**config.mk**
```make
export PLATFORM = sky130hd
export DESIGN_NAME = irq_prio_ctrl
export DESIGN_NICKNAME = d
export VERILOG_FILES = /design/src/rtl/irq_pkg.sv /design/src/rtl/irq_regs.sv /design/src/rtl/irq_arbiter.sv /design/src/rtl/irq_prio_ctrl.sv
export SDC_FILE = /design/constraint.sdc
export NUM_CORES = 1
export LEC_CHECK = 0
export ABC_AREA = 1
export BUFFER_PORTS_ARGS = -buffer_cell sky130_fd_sc_hd__buf_2
export CORE_MARGIN = 4
export CORE_UTILIZATION = 55
export CTS_CLUSTER_SIZE = 12
export DETAILED_ROUTE_END_ITERATION = 6
export GPL_TIMING_DRIVEN = 1
export PLACE_DENSITY_LB_ADDON = 0.3
export SLEW_MARGIN = 25
export SYNTH_ARGS = -nofsm -noshare
export SYNTH_HDL_FRONTEND = slang
export SYNTH_SLANG_ARGS = --single-unit
```
**constraint.sdc**
```tcl
create_clock -name clk -period 12.2 [get_ports clk]
set_clock_uncertainty 0.1 [all_clocks]
set_input_delay 1.83 -clock clk [delete_from_list [all_inputs] [get_ports clk]]
set_output_delay 1.83 -clock clk [all_outputs]
set_load 0.02 [all_outputs]
```
**src/rtl/irq_pkg.sv**
```systemverilog
// Package: register word addresses and fixed widths that the controller
// and its bench share. Assumes a 4-bit word address and a 32-bit data path.
package irq_pkg;
    localparam int unsigned REG_AW    = 4;
    localparam int unsigned REG_DW    = 32;
    localparam int unsigned LVL_W     = 3;
    localparam int unsigned VEC_W     = 8;
    localparam int unsigned SLOT_W    = 4;   // bits per priority field
    localparam int unsigned PER_WORD  = REG_DW / SLOT_W;

    typedef enum logic [REG_AW-1:0] {
        RA_PEND  = 4'd0,
        RA_MASK  = 4'd1,
        RA_FORCE = 4'd2,
        RA_EDGE  = 4'd3,
        RA_PRIO  = 4'd4
    } reg_addr_e;
endpackage

```
**src/rtl/irq_regs.sv**
```systemverilog
// Register file and pending capture for the interrupt controller.
// Holds the mask, force, edge-mode and priority registers, and the
// edge-captured pending bits. Assumes NSRC <= 32 and that ack_clr is
// one-hot or zero.
module irq_regs
    import irq_pkg::*;
#(
    parameter int unsigned NSRC = 8
) (
    input  logic                  clk,
    input  logic                  rst_n,
    input  logic [NSRC-1:0]       src_irq,
    input  logic                  we,
    input  logic [REG_AW-1:0]     addr,
    input  logic [REG_DW-1:0]     wdata,
    output logic [REG_DW-1:0]     rdata,
    input  logic [NSRC-1:0]       ack_clr,
    output logic [NSRC-1:0]       pend_eff,
    output logic [NSRC-1:0]       mask_q,
    output logic [NSRC-1:0]       force_q,
    output logic [NSRC*LVL_W-1:0] lvl_flat
);
    logic [NSRC-1:0] src_d;
    logic [NSRC-1:0] edge_q;
    logic [NSRC-1:0] pend_edge;
    logic [NSRC-1:0] rise;
    logic [NSRC-1:0] w1c;

    assign rise = src_irq & ~src_d;
    assign w1c  = (we && addr == RA_PEND) ? wdata[NSRC-1:0] : '0;

    // Delay the request lines by one cycle for rising-edge detection.
    always_ff @(posedge clk) begin
        if (!rst_n) src_d <= '0;
        else        src_d <= src_irq;
    end

    // Mask, force and mode registers, written whole from the data bus.
    always_ff @(posedge clk) begin
        if (!rst_n) begin
            mask_q  <= '1;
            force_q <= '0;
            edge_q  <= '1;
        end else if (we) begin
            if (addr == RA_MASK)  mask_q  <= wdata[NSRC-1:0];
            if (addr == RA_FORCE) force_q <= wdata[NSRC-1:0];
            if (addr == RA_EDGE)  edge_q  <= wdata[NSRC-1:0];
        end
    end

    // Edge-captured pending bits: a rising edge sets, clears from software and ack.
    always_ff @(posedge clk) begin
        if (!rst_n) pend_edge <= '0;
        else        pend_edge <= ((pend_edge & ~(w1c | ack_clr)) | rise) & edge_q;
    end

    assign pend_eff = (pend_edge & edge_q) | (src_irq & ~edge_q);

    genvar g;
    generate
        for (g = 0; g < NSRC; g++) begin : g_lvl
            localparam logic [REG_AW-1:0] WADDR = REG_AW'(RA_PRIO + g / PER_WORD);
            localparam int unsigned       LSB   = SLOT_W * (g % PER_WORD);
            logic [LVL_W-1:0] lvl_q;
            // Per-source priority level held in its packed field.
            always_ff @(posedge clk) begin
                if (!rst_n)                    lvl_q <= '0;
                else if (we && addr == WADDR)  lvl_q <= wdata[LSB +: LVL_W];
            end
            assign lvl_flat[g*LVL_W +: LVL_W] = lvl_q;
        end
    endgenerate

    // Combinational read mux over status, control and priority words.
    always_comb begin
        rdata = '0;
        case (addr)
            RA_PEND:  rdata[NSRC-1:0] = pend_eff;
            RA_MASK:  rdata[NSRC-1:0] = mask_q;
            RA_FORCE: rdata[NSRC-1:0] = force_q;
            RA_EDGE:  rdata[NSRC-1:0] = edge_q;
            default: begin
                for (int n = 0; n < NSRC; n++) begin
                    if (addr == REG_AW'(RA_PRIO + n / PER_WORD))
                        rdata[SLOT_W*(n % PER_WORD) +: LVL_W] = lvl_flat[n*LVL_W +: LVL_W];
                end
            end
        endcase
    end


    ack_clr_chk: assert property (@(posedge clk) disable iff (!rst_n)
        (|ack_clr) |=> ((pend_edge & $past(ack_clr & ~rise)) == '0));


    force_hold_chk: assert property (@(posedge clk) disable iff (!rst_n)
        !(we && addr == RA_FORCE) |=> $stable(force_q));


    rise_wins_chk: assert property (@(posedge clk) disable iff (!rst_n)
        (|(rise & edge_q)) |=> ((pend_edge & $past(rise & edge_q)) == $past(rise & edge_q)));
endmodule

```
**src/rtl/irq_arbiter.sv**
```systemverilog
// Priority selector: finds the highest level among the requesting sources.
// On a tie, the lowest index wins. A level of 0 never takes part.
// Purely combinational.
module irq_arbiter
    import irq_pkg::*;
#(
    parameter int unsigned NSRC  = 8,
    localparam int unsigned IDX_W = (NSRC > 1) ? $clog2(NSRC) : 1
) (
    input  logic [NSRC-1:0]       req,
    input  logic [NSRC*LVL_W-1:0] lvl_flat,
    output logic                  win_vld,
    output logic [IDX_W-1:0]      win_idx,
    output logic [LVL_W-1:0]      win_lvl
);
    // Walk from the top index down; >= lets a lower index take a tie.
    always_comb begin
        win_lvl = '0;
        win_idx = '0;
        for (int n = NSRC - 1; n >= 0; n--) begin
            if (req[n] && lvl_flat[n*LVL_W +: LVL_W] != '0 &&
                lvl_flat[n*LVL_W +: LVL_W] >= win_lvl) begin
                win_lvl = lvl_flat[n*LVL_W +: LVL_W];
                win_idx = IDX_W'(n);
            end
        end
        win_vld = (win_lvl != '0);
    end
endmodule

```
**src/rtl/irq_prio_ctrl.sv**
```systemverilog
// Top level of the prioritized interrupt controller. It combines the
// pending and forced requests, applies the masks, presents the winning
// level to the core, and answers acknowledge cycles with a vector number.
// Assumes iack is a single-cycle pulse and NSRC <= 32.
module irq_prio_ctrl
    import irq_pkg::*;
#(
    parameter int unsigned NSRC     = 8,
    parameter int unsigned VEC_BASE = 64,
    parameter int unsigned SPUR_VEC = 24
) (
    input  logic                 clk,
    input  logic                 rst_n,
    input  logic [NSRC-1:0]      src_irq,
    input  logic                 reg_we,
    input  logic [REG_AW-1:0]    reg_addr,
    input  logic [REG_DW-1:0]    reg_wdata,
    output logic [REG_DW-1:0]    reg_rdata,
    input  logic [LVL_W-1:0]     core_mask,
    output logic [LVL_W-1:0]     irq_level,
    output logic                 irq_take,
    input  logic                 iack,
    output logic                 iack_vld,
    output logic [VEC_W-1:0]     iack_vec
);
    localparam int unsigned IDX_W = (NSRC > 1) ? $clog2(NSRC) : 1;

    logic [NSRC-1:0]       pend_eff, mask_q, force_q, req, ack_clr;
    logic [NSRC*LVL_W-1:0] lvl_flat;
    logic                  win_vld;
    logic [IDX_W-1:0]      win_idx;
    logic [LVL_W-1:0]      win_lvl;

    irq_regs #(.NSRC(NSRC)) u_regs (
        .clk(clk), .rst_n(rst_n), .src_irq(src_irq),
        .we(reg_we), .addr(reg_addr), .wdata(reg_wdata), .rdata(reg_rdata),
        .ack_clr(ack_clr), .pend_eff(pend_eff), .mask_q(mask_q),
        .force_q(force_q), .lvl_flat(lvl_flat)
    );

    assign req = (pend_eff | force_q) & ~mask_q;

    irq_arbiter #(.NSRC(NSRC)) u_arb (
        .req(req), .lvl_flat(lvl_flat),
        .win_vld(win_vld), .win_idx(win_idx), .win_lvl(win_lvl)
    );

    assign irq_level = win_lvl;
    assign irq_take  = (win_lvl > core_mask) || (win_lvl == '1);
    assign ack_clr   = (iack && win_vld) ? (NSRC'(1) << win_idx) : '0;

    // Register the vector answer one cycle after the acknowledge pulse.
    always_ff @(posedge clk) begin
        if (!rst_n) begin
            iack_vld <= 1'b0;
            iack_vec <= '0;
        end else begin
            iack_vld <= iack;
            if (iack)
                iack_vec <= win_vld ? VEC_W'(VEC_BASE) + VEC_W'(win_idx)
                                    : VEC_W'(SPUR_VEC);
        end
    end


    nmi_take_chk: assert property (@(posedge clk) disable iff (!rst_n)
        (irq_level == 3'd7) |-> irq_take);


    idle_level_chk: assert property (@(posedge clk) disable iff (!rst_n)
        (req == '0) |-> (irq_level == '0));


    ack_resp_chk: assert property (@(posedge clk) disable iff (!rst_n)
        iack |=> iack_vld);


    spur_vec_chk: assert property (@(posedge clk) disable iff (!rst_n)
        (iack && irq_level == '0) |=> (iack_vec == VEC_W'(SPUR_VEC)));
endmodule

```
After elaboration in Yosys (flattened, before gate mapping) --
Index checks and enable logic that the tools add are counted.
Storage, ports and cells: register bits after elaboration 73, word-level logic and storage cells 116, output and inout port bits 45, input port bits 51, memories kept 0, RAM bits 0, bits in latches 0, bits in read-only memories 0
Operators by class: bitwise operators 14, div/mod/pow operators 0, shifts and indexed selects 1, equality and inequality tests 5, multiply operators 0, magnitude comparators 9, add/sub/neg operators 1, muxes and demuxes 37, reduce and logical (&&, ||, !) cells 34
Operator list (count):
- 3-bit two-way mux | 30
- 8-bit AND | 6
- 8-bit inverter | 4
- 8-bit OR | 4
- 3-bit nonzero test | 9
- 8-bit two-way mux | 3
- 3-bit case mux with 4 select lines | 2
- 3-bit >= comparator | 7
- 1-bit logical AND | 19
- 7-bit by 3-bit adder with 8-bit output, first input constant | 1
- 4-bit by 2-bit == test with 1-bit output, second input constant | 2
- 1-bit case mux with 4 select lines | 2
- 1-bit by 3-bit left shift with 8-bit output, first input constant | 1
- 2-bit AND reduction | 3
- 4-bit by 1-bit == test with 1-bit output, second input constant | 1
- 4-bit by 3-bit == test with 1-bit output, second input constant | 1
- 4-bit logical NOT | 1
- 4-bit OR reduction | 1
- 3-bit == test, second input constant | 1
- 3-bit by 1-bit >= comparator with 1-bit output, second input constant | 1
- 3-bit > comparator | 1
- 1-bit logical OR | 1

Logic depth before layout (Yosys ltp) --
Gate-level depths: netlist of run 1.
depth after elaboration 37, depth in mapped cells 79, depth with buffers taken out 78

By module --
From an unflattened synthesis of run 1, not the netlist that was laid out.
Second synthesis, totals: cell total of the unflattened synthesis 745, area total of the unflattened synthesis 4593.2 um^2
By module, submodules not included:
- irq_regs | times used 1, area an instance 3114.2 um^2, cells an instance 489, seq. area each 1281.2 um^2
- irq_arbiter | times used 1, area an instance 1044.8 um^2, cells an instance 182, seq. area each 0.0 um^2
- irq_prio_ctrl | times used 1, area an instance 434.2 um^2, cells an instance 74, seq. area each 120.1 um^2

Least setup slack after synthesis of run 1 --
OpenSTA, ideal clock, no wires.
kind input to output, start point input src_irq[7], end point output irq_take, arrival time 9260 ps, required time 10270 ps, stages 70, path slack 1010 ps, path buffers 1, path through o21ai_2 -> nand2_2 -> nand2_1 -> a21oi_1 -> inv_1 -> nor2_1 -> ha_1 -> nand3_1 -> nand3_1 -> nand3_4 -> o21ai_0 -> ha_1 -> inv_1 -> nand2_1 -> o21ai_0 -> inv_1 -> nand2_2 -> nand2_4 -> [34 not listed] -> o21ai_0 -> ha_1 -> inv_1 -> nand2_1 -> o21ai_0 -> inv_1 -> nand2_2 -> nand2_4 -> nand2_4 -> buf_8 -> nand2_2 -> nand2_4 -> inv_1 -> ha_1 -> a21oi_1 -> o21ai_0 -> nand2_1 -> o31ai_1
Between the ends: word-level cells in the longest chain between the ends 30, elaborated cells on any way between the ends 31, classes of those cells order compare: 8; eq/ne: 1; mux: 8; bitwise: 4; reduce/logical: 10
Ends and longest elaborated chain:
- start: declaration | line irq_prio_ctrl.sv:14 | input logic [NSRC-1:0] src_irq,
- 8-bit AND (*) | line irq_regs.sv:57 | assign pend_eff = (pend_edge & edge_q) | (src_irq & ~edge_q);
- 8-bit OR (*) | line irq_regs.sv:57
- 8-bit OR (*) | line irq_prio_ctrl.sv:41 | assign req = (pend_eff | force_q) & ~mask_q;
- 8-bit AND (*) | line irq_prio_ctrl.sv:41
- 1-bit logical AND (*) (2 in series) | line irq_arbiter.sv:21 | if (req[n] && lvl_flat[n*LVL_W +: LVL_W] != '0 &&
- 3-bit two-way mux (*) | line irq_arbiter.sv:21
- 3-bit >= comparator | line irq_arbiter.sv:22 | lvl_flat[n*LVL_W +: LVL_W] >= win_lvl) begin
- 1-bit logical AND | line irq_arbiter.sv:21
- [14 not listed]
- 1-bit logical AND | line irq_arbiter.sv:21
- 3-bit two-way mux (*) | line irq_arbiter.sv:21
- 3-bit >= comparator | line irq_arbiter.sv:22
- 1-bit logical AND | line irq_arbiter.sv:21
- 3-bit two-way mux (*) | line irq_arbiter.sv:21
- via irq_level[2] | line irq_prio_ctrl.sv:20 | output logic [LVL_W-1:0] irq_level,
- 3-bit > comparator / 3-bit == test (equally long branches) | line irq_prio_ctrl.sv:49 | assign irq_take = (win_lvl > core_mask) || (win_lvl == '1);
- 1-bit logical OR (*) | line irq_prio_ctrl.sv:49
- end: declaration | line irq_prio_ctrl.sv:21 | output logic irq_take,
The timed path passes the listed nets; every way through them passes the cells marked *.

Worst setup path after layout of run 1 --
start point input src_irq[7], end point output irq_take
Between the ends: word-level cells in the longest chain between the ends 30, elaborated cells on any way between the ends 31, classes of those cells order compare: 8; eq/ne: 1; mux: 8; bitwise: 4; reduce/logical: 10
Ends and longest elaborated chain (line):
- 8-bit AND (*) | irq_regs.sv:57
- 8-bit OR (*) | irq_regs.sv:57
- 8-bit OR (*) | irq_prio_ctrl.sv:41
- 8-bit AND (*) | irq_prio_ctrl.sv:41
- 1-bit logical AND (*) (2 in series) | irq_arbiter.sv:21
- 3-bit two-way mux (*) | irq_arbiter.sv:21
- 3-bit >= comparator | irq_arbiter.sv:22
- 1-bit logical AND | irq_arbiter.sv:21
- [13 not listed]
- 3-bit >= comparator | irq_arbiter.sv:22
- 1-bit logical AND | irq_arbiter.sv:21
- 3-bit two-way mux (*) | irq_arbiter.sv:21
- 3-bit >= comparator | irq_arbiter.sv:22
- 1-bit logical AND | irq_arbiter.sv:21
- 3-bit two-way mux (*) | irq_arbiter.sv:21
- 3-bit > comparator / 3-bit == test (equally long branches) | irq_prio_ctrl.sv:49
- 1-bit logical OR (*) | irq_prio_ctrl.sv:49
Mark *: on every way between the ends. The rest lies on a longest branch, timed or not.

==> results of run 1 <==
placed cells by master, fill, tap and decap left out, types with 4 or more instances in the layout:
cell type / instances
a21oi_1: 53
a21oi_2: 6
a22oi_1: 5
a311oi_1: 4
buf_2: 80
buf_4: 10
clkbuf_8: 10
conb_1: 8
dfxtp_1: 70
ha_1: 15
inv_1: 94
nand2_1: 123
nand2_2: 16
nand2_4: 10
nand3_1: 41
nand3_2: 11
nor2_1: 38
o2111ai_1: 6
o211ai_1: 6
o21ai_0: 37
o21ai_1: 10
o21ai_2: 6
worst max-delay path by stage:
stage / slack [ns] / from / to / cells past startpoint
2_1_floorplan: 1.01 / src_irq[7] / irq_take / 70
3_3_place_gp: 0.28 / src_irq[7] / irq_take / 73
6_report: 0.62 / src_irq[7] / irq_take / 71
5_1_grt: -0.08 / src_irq[7] / irq_take / 76
3_5_place_dp: -0.03 / src_irq[7] / irq_take / 71
4_1_cts: 0.007 / src_irq[7] / irq_take / 72
final cells by class:
cell class	instances	area (µm²)	area share, %
clock buffer	10	138	2.72
clock inverter	5	58.8	1.16
inverter	98	368	7.26
multi-input combinational	429	2500	49.4
sequential	70	1400	27.7
tap	99	124	2.44
timing repair buffer	90	475	9.38
worst max-delay path, delay by kind of cell:
family	cells	cell delay, ns
buf+inv	11	0.94
fa+ha+maj	8	2.31
compound gates	13	1.39
simple gates	39	3.13
registers in the layout, summed over array words and instances (netlist names):
register / count
u_regs.force_q: 8
u_regs.mask_q: 8
u_regs.pend_edge: 8
u_regs.src_d: 8
u_regs.g_lvl.lvl_q: 24
iack_vec: 5
u_regs.edge_q: 8
iack_vld: 1
cells by family (layout without fill, tap and decap cells):
| kind of cell | Yosys count | in the layout |
|---|---|---|
| DFF | 70 | 70 |
| buffers and inverters | 126 | 203 |
| adders and majority gates | 16 | 16 |
| AOI/OAI and AO/OA | 148 | 148 |
| other | 1 | 8 |
| and+or+nand+nor | 257 | 257 |
power breakdown:
group,switching (mW),total (mW),internal [mW]
registers,0.00391,0.240,0.236
logic,0.0408,0.0614,0.0207
clock network,0.0928,0.192,0.0992
total,0.137,0.493,0.356
timing repair:
item | in CTS | in global routing
setup endpoints to repair | 1 | 4
hold buffers | 0 | 0
buffers inserted | 0 | 7
resized for setup | 1 | 28
pin swaps | 0 | 8
per-layer routing:
metal / vias up / routed length (µm) / global-route usage, %
li1: 2170 / - / -
met4: 0 / 171 / 7.36
met2: 158 / 5760 / 44.0
met5: - / 0 / 0
met3: 13 / 749 / 4.77
met1: 1990 / 4800 / 31.5
metrics by stage:
step,power [mW],setup TNS [ns],hold WS (ns)
final,0.493,0,0.369
after global routing,0.510,-0.0774,0.404
after CTS,0.493,0,0.370
after detailed placement,0.304,-0.0262,0.358
after global placement,0.301,0,0.355
after floorplan,0.285,0,0.338
==> reports/results.ini, run 1 <==
[outcome]
outcome = completed

[grt]
overflow = 0
track_usage_pct = 25.2
grt_max_degree = 62
antenna_found_initial = 0
grt_pass1_vias = 4166
grt_pass1_wl_um = 18300

[yosys]
ys_types = 42
synth-simple-area-share_pct = 29.5
synthAdderAreaFrac_pct = 4.66
synth_top_family_by_area = simple AND/OR/NAND/NOR gates
synth_top_area_share_pct = 32.6
yosysTopAreaCell = dfxtp_1
yosysMostFrequentCell = nand2_1
mappedNetlistArea_um2 = 4290
postSynthAreaPerCell_um2 = 6.95
synthTopCellsByArea = dfxtp_1, nand2_1, inv_1
synth_cells = 618
synthFlopType = dfxtp_1
yosysWarnings = 0
synth_compound_area_share_pct = 21.0
ys_async_sr_fraction_pct = 0
ys_seq_area_share_pct = 32.6
synth.area.mux_share_pct = 0
synth_xor_area_share_pct = 0
ys_ff_latch = 70
synth-edff-count = 0
synth_commonest_cells = nand2_1, inv_1, dfxtp_1

[drt]
ant_nets = 0
avgRoutedWirePerCell_um = 14.3
drtPass1Iterations = 5
vias = 4331
drt_wl_total_um = 11500
viasPerCell = 5.41
drc = 0
drtIter0Drc = 263

[setup_path]
r2r_slack_ns = 4.13
reg2reg_from = u_regs.edge_q[7]$_SDFFE_PN1P_
cp_max_fo = 8
timing.rr.end = u_regs.pend_edge[5]$_SDFF_PN0_
rr_worst_depth = 68
cp_slowest_stage_delay_ns = 0.33
crit_path_frequent_cell = nand2_1
crit_path_top_delay_cell = o21ai_0
critPathArrivalTime_ns = 9.65
required_ns = 10.27
crit_path_end_kind = primary output
path_class = input pin to primary output
critPathLaunchType = input pin

[placement]
dp_slack_ns = -0.0262
dpl-instance-area_um2 = 4710
port_buffers = 81
place.gp.congestion = 0.854
hpwl_um = 8280
post-place-cells = 779

[timing]
slew_violations = 0
slew_headroom_pct = 27.5
setup_viol = 0
tightest_slew_ns = 1.08
layout_setup_ws_ns = 0.622
finalHoldViolCount = 0
fmax_ghz = 0.0864
fin_crit_sh_pct = 94.9
min_period_ns = 11.58

[layout]
nFillCells = 660
nets = 765
instances_no_fill = 801
diodes = 0
fin_util_pct = 68.4
drive_gt1_share_pct = 24.8
final_area_um2 = 5070
area_growth_pct = 18.0

[power_and_ir_drop]
powerDensity_nw_per_um2 = 97.3
ir_worst_vdd_uv = 67.8
leakagePower_nw = 2.42

[die]
die_w_um = 96.4
rows = 31
core_um2 = 7410
initial_core_util_pct = 58.0
io_pins = 96
dieArea_um2 = 9290
die_h_um = 96.4

[clocking]
clock-root-buffer = clkbuf_8
clock-sinks = 70
htreeDepth = 3
numCtsBuffers = 9
insertion_delay_ns = 0.35
cts_tree = yes
clock_path_buffers = 2
path_clk_slew_ns = 0.07

[min_path]
hold_class = flop to flop
holdPathStages = 2
hold_path_end = iack_vec[2]$_SDFFE_PN0P_
hp-start = iack_vec[2]$_SDFFE_PN0P_

[job]
drv_cap = 0

No activity file was read; power rests on OpenSTA's default activity.
==> run 2, diff against run 1 <==
clock period = 11.35 ns   (was 12.2 ns; I/O delays follow)
==> reports/results.ini, run 2 (synthesis gave the netlist of run 1 again) <==
[min_path]
hold_class = flop to flop

[timing]
setup_viol = 0
fin_hold_ws_ns = 0.371
fmax_ghz = 0.0917
tightest_slew_ns = 0.987
fin_crit_sh_pct = 96.1
layout_setup_ws_ns = 0.439
slew_headroom_pct = 33.7
finalHoldViolCount = 0
min_period_ns = 10.91
slew_violations = 0

[drt]
drtPass1Iterations = 5
viasPerCell = 5.46
vias = 4480
drt_wl_total_um = 12000
ant_nets = 0
avgRoutedWirePerCell_um = 14.6
drtIter0Drc = 338
drc = 0

[clocking]
clock-root-buffer = clkbuf_8
cts_tree = yes
clock-sinks = 70
clock_path_buffers = 2
htreeDepth = 3
numCtsBuffers = 9
path_clk_slew_ns = 0.09
insertion_delay_ns = 0.36

[setup_path]
critPathArrivalTime_ns = 9.11
path_class = input pin to primary output
crit_path_frequent_cell = nand2_2
crit_path_end_kind = primary output
required_ns = 9.55
cp_max_fo = 5
cp_slowest_stage_delay_ns = 0.34
crit_path_top_delay_cell = o21ai_0
critPathLaunchType = input pin

[outcome]
outcome = completed

[placement]
place.gp.congestion = 0.892
dp_slack_ns = -0.253
dpl-instance-area_um2 = 4820
port_buffers = 81
post-place-cells = 793
hpwl_um = 8400

[grt]
antenna_found_initial = 0
overflow = 0
grt_pass1_wl_um = 18100
grt_pass1_vias = 4098
track_usage_pct = 24.8
grt_max_degree = 62

[layout]
area_growth_pct = 22.8
nFillCells = 633
max_flop_register = u_regs.g_lvl.lvl_q
nets = 783
final_cell_mix = nand2_1, inv_1, buf_2
diodes = 0
fin_util_pct = 71.2
final_common_cell = nand2_1
largest_reg_flops = 24
drive_gt1_share_pct = 30.4
instances_no_fill = 820
final_area_um2 = 5270

[power_and_ir_drop]
leakagePower_nw = 2.50
powerDensity_nw_per_um2 = 101
ir_worst_vdd_uv = 72.3

[job]
drv_cap = 0

[die]
core_um2 = 7410
io_pins = 96
rows = 31
die_h_um = 96.4
initial_core_util_pct = 58.0
dieArea_um2 = 9290
die_w_um = 96.4

## run 2: report_power, final
group	internal [mW]	switching [mW]	total, mW
Sequential	0.253	0.00433	0.258
Combinational	0.0234	0.0447	0.0680
Clock	0.103	0.105	0.208
## run 2: final timing paths
path / slack, ns / startpoint / end / cells after the start
hold / removal: 0.37 / iack_vec[2]$_SDFFE_PN0P_ / iack_vec[2]$_SDFFE_PN0P_ / 2
setup / recovery: 0.44 / src_irq[7] / irq_take / 71
setup reg to reg: 3.44 / u_regs.edge_q[7]$_SDFFE_PN1P_ / u_regs.pend_edge[3]$_SDFF_PN0_ / 69
hold reg to reg: 0.37 / iack_vec[2]$_SDFFE_PN0P_ / iack_vec[2]$_SDFFE_PN0P_ / 2
## run 2: critical path: cells and delay by family
family	cells	cell delay, ns
compound gates	15	1.66
fa+ha+maj	8	2.25
buf+inv	13	1.02
simple gates	35	2.49
## run 2: timing repair
item	CTS	global route
endpoints found under the setup margin	1	4
setup buffers	0	11
hold buffers	0	0
pin swaps	4	23
gates resized for setup	10	49
## run 2: cell type report
cell class	count	area (µm²)	share of cell area, %
Clock inverter	6	70.1	1.33
Clock buffer	10	128	2.42
Multi-Input combinational cell	429	2570	48.7
Sequential cell	70	1400	26.6
Timing Repair Buffer	108	613	11.6
Tap cell	99	124	2.35
Inverter	98	368	6.98
## run 2: layer usage
layer	wire length, µm	vias up	track usage [%]
li1	-	2207	-
met1	4850	2068	30.7
met2	5970	180	42.2
met3	845	25	3.60
met4	292	0	11.9
met5	0	-	0
## run 2: stage by stage
stage | TNS (ns) | total power [mW]
final | 0 | 0.533
after CTS | 0 | 0.529
after detailed placement | -0.253 | 0.327
after global placement | 0 | 0.324
after global routing | -0.114 | 0.552
after floorplan | 0 | 0.307
